===== src/rtl/vit_pkg.sv =====
package vit_pkg;
  localparam int NUM_STATES = 4;
  localparam int STATE_W    = 2;

  typedef enum logic [1:0] {
    OUT_FIXED    = 2'b00,
    OUT_BEST     = 2'b01,
    OUT_MAJORITY = 2'b10,
    OUT_SPARE    = 2'b11
  } outRule_e;

  // strobes from control to datapath
  typedef struct packed {
    logic step;   // accept the pair on this edge
    logic emit;   // this step produces a valid decoded bit
  } vitCtl_t;
endpackage


===== src/rtl/vit_bmu.sv =====
module vit_bmu #(
  parameter int SYM_W = 3,
  localparam int BM_W = SYM_W + 1
) (
  input  logic [SYM_W-1:0]      symA,
  input  logic [SYM_W-1:0]      symB,
  output logic [3:0][BM_W-1:0]  bmAll   // index {c1,c2}
);
  logic [SYM_W-1:0] invA;
  logic [SYM_W-1:0] invB;
  logic [BM_W-1:0]  zeroA, oneA, zeroB, oneB;

  assign invA  = ~symA;
  assign invB  = ~symB;
  assign zeroA = BM_W'(symA);
  assign oneA  = BM_W'(invA);
  assign zeroB = BM_W'(symB);
  assign oneB  = BM_W'(invB);

  assign bmAll[0] = zeroA + zeroB;
  assign bmAll[1] = zeroA + oneB;
  assign bmAll[2] = oneA  + zeroB;
  assign bmAll[3] = oneA  + oneB;
endmodule


===== src/rtl/vit_outsel.sv =====
module vit_outsel
  import vit_pkg::*;
#(
  parameter int PM_W = 7
) (
  input  logic [1:0]                       ruleSel,
  input  logic [NUM_STATES-1:0][PM_W-1:0]  pmNew,
  input  logic [NUM_STATES-1:0]            oldest,
  output logic                             pickBit
);
  localparam int ONES_W = $clog2(NUM_STATES + 1);

  logic [STATE_W-1:0] bestIdx;
  logic [PM_W-1:0]    gap;
  logic [ONES_W-1:0]  ones;

  // modular minimum search, lowest index wins ties
  always_comb begin
    bestIdx = '0;
    gap     = '0;
    for (int s = 1; s < NUM_STATES; s++) begin
      gap = pmNew[s] - pmNew[bestIdx];
      if (gap[PM_W-1]) bestIdx = STATE_W'(s);
    end
  end

  assign ones = ONES_W'($countones(oldest));

  always_comb begin
    case (outRule_e'(ruleSel))
      OUT_BEST:     pickBit = oldest[bestIdx];
      OUT_MAJORITY: pickBit = (ones > ONES_W'(NUM_STATES / 2));
      default:      pickBit = oldest[0];
    endcase
  end
endmodule


===== src/rtl/vit_ctrl.sv =====
module vit_ctrl
  import vit_pkg::*;
#(
  parameter int TRUNC_LEN = 16
) (
  input  logic    clk,
  input  logic    rstN,
  input  logic    inValid,
  output vitCtl_t ctl,
  output logic    outValid
);
  localparam int CNT_W = $clog2(TRUNC_LEN + 1);
  localparam logic [CNT_W-1:0] LAST_FILL = CNT_W'(TRUNC_LEN - 1);

  logic [CNT_W-1:0] fillCnt;
  logic             filled;

  assign filled = (fillCnt >= LAST_FILL);

  always_comb begin
    ctl.step = inValid;
    ctl.emit = inValid && filled;
  end

  always_ff @(posedge clk or negedge rstN) begin
    if (!rstN) begin
      fillCnt  <= '0;
      outValid <= 1'b0;
    end else begin
      outValid <= ctl.emit;
      if (inValid && !filled) fillCnt <= fillCnt + 1'b1;
    end
  end

  // independent step tally for the checks below
  int unsigned seenSteps;
  always_ff @(posedge clk or negedge rstN) begin
    if (!rstN) seenSteps <= 0;
    else if (inValid && seenSteps < TRUNC_LEN) seenSteps <= seenSteps + 1;
  end

  AST_NO_EARLY_OUT: assert property (@(posedge clk) disable iff (!rstN)
    (seenSteps < TRUNC_LEN) |-> !outValid);
  AST_OUT_NEEDS_STEP: assert property (@(posedge clk) disable iff (!rstN)
    outValid |-> $past(inValid));
  AST_OUT_AFTER_FILL: assert property (@(posedge clk) disable iff (!rstN)
    (inValid && seenSteps >= TRUNC_LEN - 1) |=> outValid);
endmodule


===== src/rtl/vit_datapath.sv =====
module vit_datapath
  import vit_pkg::*;
#(
  parameter int SYM_W     = 3,
  parameter int PM_W      = 7,
  parameter int TRUNC_LEN = 16
) (
  input  logic             clk,
  input  logic             rstN,
  input  vitCtl_t          ctl,
  input  logic [SYM_W-1:0] symA,
  input  logic [SYM_W-1:0] symB,
  input  logic [1:0]       ruleSel,
  output logic             outBit
);
  localparam int BM_W = SYM_W + 1;
  localparam logic [PM_W-1:0] PM_START_PENALTY = PM_W'(1) << (PM_W - 2);

  logic [3:0][BM_W-1:0]                   bmAll;
  logic [NUM_STATES-1:0][PM_W-1:0]        pm, pmNext;
  logic [NUM_STATES-1:0][TRUNC_LEN-1:0]   surv, survNext;
  logic [NUM_STATES-1:0]                  dec;
  logic [NUM_STATES-1:0]                  oldest;
  logic                                   pickBit;

  vit_bmu #(.SYM_W(SYM_W)) u_bmu (
    .symA  (symA),
    .symB  (symB),
    .bmAll (bmAll)
  );

  for (genvar s = 0; s < NUM_STATES; s++) begin : g_acs
    localparam int IN_BIT = s >> 1;
    localparam int PRED_A = (s << 1) % NUM_STATES;
    localparam int PRED_B = PRED_A + 1;
    localparam int BM_A   = 2 * (IN_BIT ^ (PRED_A >> 1) ^ (PRED_A & 1)) + (IN_BIT ^ (PRED_A & 1));
    localparam int BM_B   = 2 * (IN_BIT ^ (PRED_B >> 1) ^ (PRED_B & 1)) + (IN_BIT ^ (PRED_B & 1));

    logic [PM_W-1:0] sumA, sumB, diff;

    assign sumA = pm[PRED_A] + PM_W'(bmAll[BM_A]);
    assign sumB = pm[PRED_B] + PM_W'(bmAll[BM_B]);
    assign diff = sumB - sumA;
    assign dec[s] = diff[PM_W-1];   // odd predecessor strictly cheaper
    assign pmNext[s] = dec[s] ? sumB : sumA;
    assign survNext[s] = {(dec[s] ? surv[PRED_B][TRUNC_LEN-2:0] : surv[PRED_A][TRUNC_LEN-2:0]),
                          1'(IN_BIT)};
    assign oldest[s] = survNext[s][TRUNC_LEN-1];

    AST_SURV_EXCHANGE: assert property (@(posedge clk) disable iff (!rstN)
      ctl.step |=> (surv[s][TRUNC_LEN-1:1] == $past(surv[PRED_A][TRUNC_LEN-2:0])) ||
                   (surv[s][TRUNC_LEN-1:1] == $past(surv[PRED_B][TRUNC_LEN-2:0])));
  end

  vit_outsel #(.PM_W(PM_W)) u_outsel (
    .ruleSel (ruleSel),
    .pmNew   (pmNext),
    .oldest  (oldest),
    .pickBit (pickBit)
  );

  always_ff @(posedge clk or negedge rstN) begin
    if (!rstN) begin
      for (int s = 0; s < NUM_STATES; s++) pm[s] <= (s == 0) ? '0 : PM_START_PENALTY;
      surv   <= '0;
      outBit <= 1'b0;
    end else if (ctl.step) begin
      pm     <= pmNext;
      surv   <= survNext;
      outBit <= pickBit;
    end
  end

  AST_IDLE_HOLD: assert property (@(posedge clk) disable iff (!rstN)
    !ctl.step |=> $stable(pm) && $stable(surv) && $stable(outBit));
  AST_FIXED_RULE: assert property (@(posedge clk) disable iff (!rstN)
    (ctl.step && ruleSel == 2'b00) |=> (outBit == surv[0][TRUNC_LEN-1]));
  AST_MAJORITY_RULE: assert property (@(posedge clk) disable iff (!rstN)
    (ctl.step && ruleSel == 2'b10) |=>
      (outBit == ($countones({surv[3][TRUNC_LEN-1], surv[2][TRUNC_LEN-1],
                              surv[1][TRUNC_LEN-1], surv[0][TRUNC_LEN-1]}) > 2)));
endmodule


===== src/rtl/vit_re_decoder.sv =====
module vit_re_decoder
  import vit_pkg::*;
#(
  parameter int SYM_W     = 3,
  parameter int PM_W      = 7,
  parameter int TRUNC_LEN = 16
) (
  input  logic             clk,
  input  logic             rstN,
  input  logic             inValid,
  input  logic [SYM_W-1:0] symA,
  input  logic [SYM_W-1:0] symB,
  input  logic [1:0]       ruleSel,
  output logic             outValid,
  output logic             outBit
);
  vitCtl_t ctl;

  vit_ctrl #(.TRUNC_LEN(TRUNC_LEN)) u_ctrl (
    .clk      (clk),
    .rstN     (rstN),
    .inValid  (inValid),
    .ctl      (ctl),
    .outValid (outValid)
  );

  vit_datapath #(
    .SYM_W     (SYM_W),
    .PM_W      (PM_W),
    .TRUNC_LEN (TRUNC_LEN)
  ) u_dp (
    .clk     (clk),
    .rstN    (rstN),
    .ctl     (ctl),
    .symA    (symA),
    .symB    (symB),
    .ruleSel (ruleSel),
    .outBit  (outBit)
  );
endmodule


===== config.mk =====
export PLATFORM = sky130hd
export DESIGN_NAME = vit_re_decoder
export DESIGN_NICKNAME = d
export VERILOG_FILES = /design/src/rtl/vit_pkg.sv /design/src/rtl/vit_bmu.sv /design/src/rtl/vit_outsel.sv /design/src/rtl/vit_ctrl.sv /design/src/rtl/vit_datapath.sv /design/src/rtl/vit_re_decoder.sv
export SDC_FILE = /design/constraint.sdc
export NUM_CORES = 1
export LEC_CHECK = 0
export BUFFER_PORTS_ARGS = -buffer_cell sky130_fd_sc_hd__buf_4
export CAP_MARGIN = 10
export CORE_ASPECT_RATIO = 1.4
export CORE_MARGIN = 10
export CORE_UTILIZATION = 65
export CTS_BUF_LIST = sky130_fd_sc_hd__clkbuf_8
export DETAILED_ROUTE_END_ITERATION = 8
export GPL_TIMING_DRIVEN = 0
export PLACE_DENSITY = 0.82
export SKIP_LAST_GASP = 1
export SYNTH_ARGS = -nofsm -noshare
export SYNTH_HDL_FRONTEND = slang
export SYNTH_SLANG_ARGS = --single-unit

===== constraint.sdc =====
create_clock -name clk -period 11 [get_ports clk]
set_input_delay 0.55 -clock clk [delete_from_list [all_inputs] [get_ports clk]]
set_output_delay 0.55 -clock clk [all_outputs]
set_load 0.03 [all_outputs]

==> results_dict.tcl, run 1 <==
set metrics [dict create \
    design_area_sq_um 7590 \
    die_area_sq_um 15600 \
    rr_startpoint "u_dp.pm[14]" \
    grt_use_total 0.226 \
    critical_path_depth 43 \
    synthAdderAreaFrac 0.183 \
    port_buffers 12 \
    cts_made_buffers 9 \
    slowest_delay_ns 0.59 \
    whs_ns 0.0231 \
    cts_tree "built" \
    rows 45 \
    synth_edf_count 0 \
    max_freq_mhz 96.8 \
    crit_path_end "u_dp.outBit" \
    synth_area_per_cell_sq_um 9.39 \
    crit_family "compound AO/OA/AOI/OAI gates" \
    synth_top_family_by_area "adder cells" \
    crit_path_end_kind "register" \
    multi_input_area_sq_um 4520 \
    htree_levels 3 \
    run_status "finished clean" \
    floorplan.initialDensity 0.660 \
    routabilityCongestion 0.948 \
    die_height_microns 144 \
    grt-ovfl-total 0 \
    reg2reg_depth 39 \
    io_pins 13 \
    relSlewSlack 0.347 \
    syn-cell-area_sq_um 7100 \
    drive_above_1_share 0.0879 \
    ys_seq_elements 90 \
    synth_compound_area_frac 0.137 \
    antenna_found_initial 0 \
    die_x_microns 108 \
    cpMostUsedCell "ha_1" \
    synth_top_area_frac 0.307 \
    wl_per_cell_microns 17.9 \
    critical_path.max_fanout 10 \
    grt_pass1_wl_mm 27.8 \
    place_area_sq_um 7360 \
    diodes 0 \
    n_fill_cell 821 \
    synth_simple_gate_area_frac 0.105 \
    synth_area_leaders "dfrtp_1 (31%), ha_1 (14%), mux2i_1 (9.7%)" \
    wirelength_mm 16.6 \
    cts-root-buf "clkbuf_8" \
    synth_flop_cell "dfrtp_1" \
    startpoint "symA[0]" \
    drtIter0Drc 293 \
    drc 0 \
    clock-sinks 90 \
    syn-num-nets 862 \
    criticalPathCategory "primary input to register" \
    rr_endpoint "u_dp.outBit" \
    cp.arrival_ns 10.64 \
    nNetsFinal 886 \
    crit_buf_inv 7 \
    cts_resized 0 \
    post-route-util 0.706 \
    start_kind "primary input" \
    finalHoldViolations 0 \
    rrSetupSlack_ns 1.44 \
    ys.warnings.count 0 \
    regArea_sq_um 2260 \
    cap_violations 0 \
    vias 5416 \
    finClkSkew_ns 0.00968 \
    synthCells 756 \
    worstSkewPairLatency_ns 0.37 \
    cts.clk_slew.worst_paths_ns 0.09 \
    crit_slowest_cell "fa_1" \
    yosys.cell_types.count 51 \
    yosys.area.top_type "dfrtp_1" \
    avgViaCountPerCell 5.85 \
    seq_area_frac_synth 0.318 \
    antenna_left 0 \
    cts_buffer_depth 2 \
    tns_ns 0 \
    syn2layout_area_growth_pct 6.96 \
    worst_pin_slew_ns 0.973 \
    fin_crit_sh 0.939 \
    setup_viol 0 \
    grt_max_degree 91 \
    core_sq_um 10800 \
    hpwlAfterDp_mm 13.0 \
    synth-async-reset-ratio 1.00 \
    firstDrtPassIters 4 \
    worstPathRequired_ns 11.31 \
    grt_pass1_vias 5771 \
    layout_min_cycle_time_ns 10.33 \
    yosys-mux-area-fraction 0.134 \
    synthXorXnorAreaFrac 0.0785 \
    final_max_slew_viol_count 0 \
    hold_class "primary input to asynchronous set/reset pin" \
    rsz0062_at_grt "no" \
    post_cts_buffers 0 \
    ctsHoldBuffers 0 \
]
-- registers in the layout (all words and copies together) (netlist names) --
name and flops:
u_ctrl.outValid 1, u_dp.surv 55, u_dp.outBit 1, u_dp.pm 28
u_ctrl.fillCnt 5
-- worst reg2reg max path, delay by kind of cell (launching register included) --
| kind | cells | cell delay (ns) |
|---|---|---|
| mux | 3 | 1.25 |
| buf+inv | 5 | 1.22 |
| xor+xnor | 4 | 1.24 |
| fa+ha+maj | 6 | 1.68 |
| flops | 1 | 0.36 |
| compound gates | 14 | 2.50 |
| simple gates | 7 | 1.24 |
-- cell usage in the layout (no fill, tap or decap), drive strengths merged, types with 3 or more instances in the layout --
cell type,Yosys,routed
ha,82,82
mux2,22,22
o21ai,32,32
xor2,27,27
dfstp,3,3
mux2i,70,70
xnor2,30,30
inv,54,56
buf,4,17
fa,13,13
a31oi,3,3
a21o,21,21
nand2b,10,10
nor2b,13,13
nand2,25,25
o21bai,3,3
nand3,9,9
clkbuf,26,35
nor2,100,100
dfrtp,87,87
a211oi,4,4
a21oi,95,95
-- cells in the mapped netlist (2+ instances only) --
| cell type | n |
|---|---|
| mux2_2 | 22 |
| nand2b_1 | 10 |
| o21ai_1 | 2 |
| buf_1 | 2 |
| clkbuf_1 | 26 |
| nand2_1 | 25 |
| and3_1 | 2 |
| a21o_1 | 21 |
| fa_1 | 13 |
| xnor2_1 | 27 |
| mux2i_1 | 69 |
| a211oi_1 | 4 |
| ha_1 | 82 |
| o21bai_1 | 3 |
| nor2_1 | 99 |
| inv_1 | 54 |
| a21oi_1 | 93 |
| nor2b_1 | 13 |
| dfrtp_1 | 87 |
| and2_1 | 2 |
| xnor2_2 | 2 |
| dfstp_2 | 3 |
| a31oi_1 | 3 |
| o31ai_1 | 2 |
| nand3_1 | 9 |
| xor2_1 | 27 |
| nor3b_1 | 2 |
| o21ai_0 | 29 |
-- per-layer routing --
metal / vias up / GRT usage / wire length [microns]
met1: 2614 / 0.237 / 6330
met3: 59 / 0.0444 / 671
met2: 115 / 0.411 / 8820
li1: 2628 / - / -
met4: 0 / 0.122 / 764
met5: - / 0 / 0
-- final cells by class --
class                      count  share of cell area
buffer                        30              0.0155
clock buffer                   9              0.0163
clock inverter                 7              0.0101
inverter                      54              0.0267
multi-input combinational    582               0.596
sequential                    90               0.297
tap                          141              0.0232
timing repair buffer          13              0.0155
-- worst min path at each step --
stage	from	cells past startpoint	to
after global routing	rstN	1	u_dp.pm[1]
after CTS	rstN	1	u_dp.pm[1]
final	rstN	1	u_dp.pm[1]
after floorplan	rstN	0	u_ctrl.fillCnt[0]
after global placement	u_dp.surv[48]	1	u_dp.surv[48]
after detailed placement	u_dp.surv[48]	1	u_dp.surv[48]
-- cells by family (layout without fill, tap and decap cells) --
| group | Yosys count | in the layout |
|---|---|---|
| muxes | 92 | 92 |
| adders and majority gates | 96 | 96 |
| buffers and inverters | 84 | 113 |
| and+or+nand+nor | 169 | 169 |
| DFF | 90 | 90 |
| xor gates and xnor gates | 58 | 58 |
| AOI/OAI and AO/OA | 167 | 167 |
-- stage by stage --
stage                     cells  setup WS (ns)
after floorplan             756           1.81
after global placement      909          0.572
after detailed placement    909          0.319
after CTS                   925          0.652
after global routing        926         0.0843
final                       926          0.674
Power of run 1 is left out: the tool's default activity adds up to more than one toggle a clock period on the data nets, which glitch-free logic cannot reach.
==> run 2: changes to the inputs <==
--- a/config.mk
+++ b/config.mk
@@ -9,11 +9,11 @@
 export CAP_MARGIN = 10
 export CORE_ASPECT_RATIO = 1.4
 export CORE_MARGIN = 10
-export CORE_UTILIZATION = 65
+export CORE_UTILIZATION = 60
 export CTS_BUF_LIST = sky130_fd_sc_hd__clkbuf_8
 export DETAILED_ROUTE_END_ITERATION = 8
 export GPL_TIMING_DRIVEN = 0
-export PLACE_DENSITY = 0.82
+export PLACE_DENSITY = 0.77
 export SKIP_LAST_GASP = 1
 export SYNTH_ARGS = -nofsm -noshare
 export SYNTH_HDL_FRONTEND = slang
==> results_dict.tcl, run 2 (synthesis results as in run 1) <==
set metrics [dict create \
    startpoint "symB[2]" \
    worstPathRequired_ns 11.30 \
    cp.arrival_ns 10.51 \
    cts.clk_slew.worst_paths_ns 0.09 \
    relSlewSlack 0.404 \
    criticalPathCategory "primary input to register" \
    cts_buffer_depth 2 \
    syn2layout_area_growth_pct 6.86 \
    max_freq_mhz 98.0 \
    clock-sinks 90 \
    rr_endpoint "u_dp.outBit" \
    worst_pin_slew_ns 0.888 \
    cts_tree "built" \
    antenna_found_initial 0 \
    nNetsFinal 885 \
    final_max_slew_viol_count 0 \
    slowest_delay_ns 0.55 \
    hpwlAfterDp_mm 13.2 \
    layout_min_cycle_time_ns 10.20 \
    wl_per_cell_microns 18.6 \
    post_cts_buffers 0 \
    crit_slowest_cell "clkbuf_1" \
    top_regs "u_dp.surv x55, u_dp.pm x28, u_ctrl.fillCnt x5" \
    finalHoldViolations 0 \
    grt_pass1_vias 5882 \
    core_sq_um 11500 \
    hold_class "primary input to asynchronous set/reset pin" \
    port_buffers 12 \
    largest_reg_flops 55 \
    rrSetupSlack_ns 1.55 \
    cts-root-buf "clkbuf_8" \
    finClkSkew_ns 0.00843 \
    start_kind "primary input" \
    rr_startpoint "u_dp.pm[0]" \
    drc 0 \
    avgViaCountPerCell 5.95 \
    grt_pass1_wl_mm 28.9 \
    grt_use_total 0.212 \
    rsz0062_at_grt "no" \
    setup_viol 0 \
    grt-ovfl-total 0 \
    routabilityCongestion 0.937 \
    critical_path.max_fanout 10 \
    die_height_microns 149 \
    drtIter0Drc 292 \
    mostFrequentLayoutCells "nor2_1 (99), a21oi_1 (93), dfrtp_1 (87), ha_1 (82), mux2i_1 (69)" \
    run_status "finished clean" \
    worstSkewPairLatency_ns 0.37 \
    cap_violations 0 \
    vias 5526 \
    firstDrtPassIters 6 \
    tns_ns 0 \
    reg2reg_depth 38 \
    htree_levels 3 \
    diodes 0 \
    cts_resized 0 \
    cts_made_buffers 9 \
    rows 46 \
    cpMostUsedCell "ha_1" \
    io_pins 13 \
    antenna_left 0 \
    grt_max_degree 91 \
    die_x_microns 112 \
    regMostFlops "u_dp.surv" \
    wirelength_mm 17.2 \
    die_area_sq_um 16600 \
    layout_commonest_cell "nor2_1" \
    fin_crit_sh 0.928 \
    drive_above_1_share 0.0867 \
    floorplan.initialDensity 0.620 \
    crit_path_end_kind "register" \
]
## run 2: cell types whose count changed in the layout (fill, tap and decap cells not counted)
cell        delta
clkinv_4       -1
inv_1          +1
clkinv_2       +1
clkinvlp_4     -1
buf_1          -1
## run 2: routing by layer
layer	part of all wire	global-route usage
met1	0.39	0.229
met2	0.53	0.384
met3	0.036	0.0294
met4	0.051	0.122
met5	0	0
## run 2: worst max-delay path: cells and delay by family
| family | cells | cell delay [ns] |
|---|---|---|
| compound gates | 16 | 2.87 |
| fa+ha+maj | 7 | 1.98 |
| buf+inv | 7 | 1.66 |
| simple gates | 9 | 1.51 |
| xor+xnor | 4 | 1.10 |
| mux | 2 | 0.81 |
## run 2: per-stage QoR
step | hold slack, ns | util | cell area, sq um | cells | setup WS (ns)
detailed placement | 0.454 | 0.643 | 7370 | 912 | 0.384
floorplan | 0.254 | - | 7100 | 756 | 1.81
global route | 0.0448 | 0.662 | 7580 | 928 | 0.258
CTS | 0.449 | 0.660 | 7560 | 928 | 0.745
global placement | 0.453 | 0.643 | 7370 | 912 | 0.539
finish | 0.0455 | 0.662 | 7580 | 928 | 0.797
## run 2: area by class of cell
class / count / area [sq um]
clock buffer: 9 / 124
inverter: 54 / 203
tap: 144 / 180
buffer: 29 / 114
clock inverter: 7 / 68.8
timing repair buffer: 13 / 118
fill: 918 / 3870
multi-input combinational: 582 / 4520
sequential: 90 / 2260
## run 2: how the worst max path moves through the flow
stage / endpoint / cells after the start
after floorplan: u_dp.outBit / 42
after detailed placement: u_dp.outBit / 43
after global routing: u_dp.outBit / 45
after global placement: u_dp.outBit / 43
final: u_dp.outBit / 45
after CTS: u_dp.outBit / 43
## run 2: timing repair
action                     4_1_cts  5_1_grt
setup endpoints to repair        0        1
hold buffers                     0        0
hold endpoints to repair         0        0
Power of run 2 is left out for the same reason.
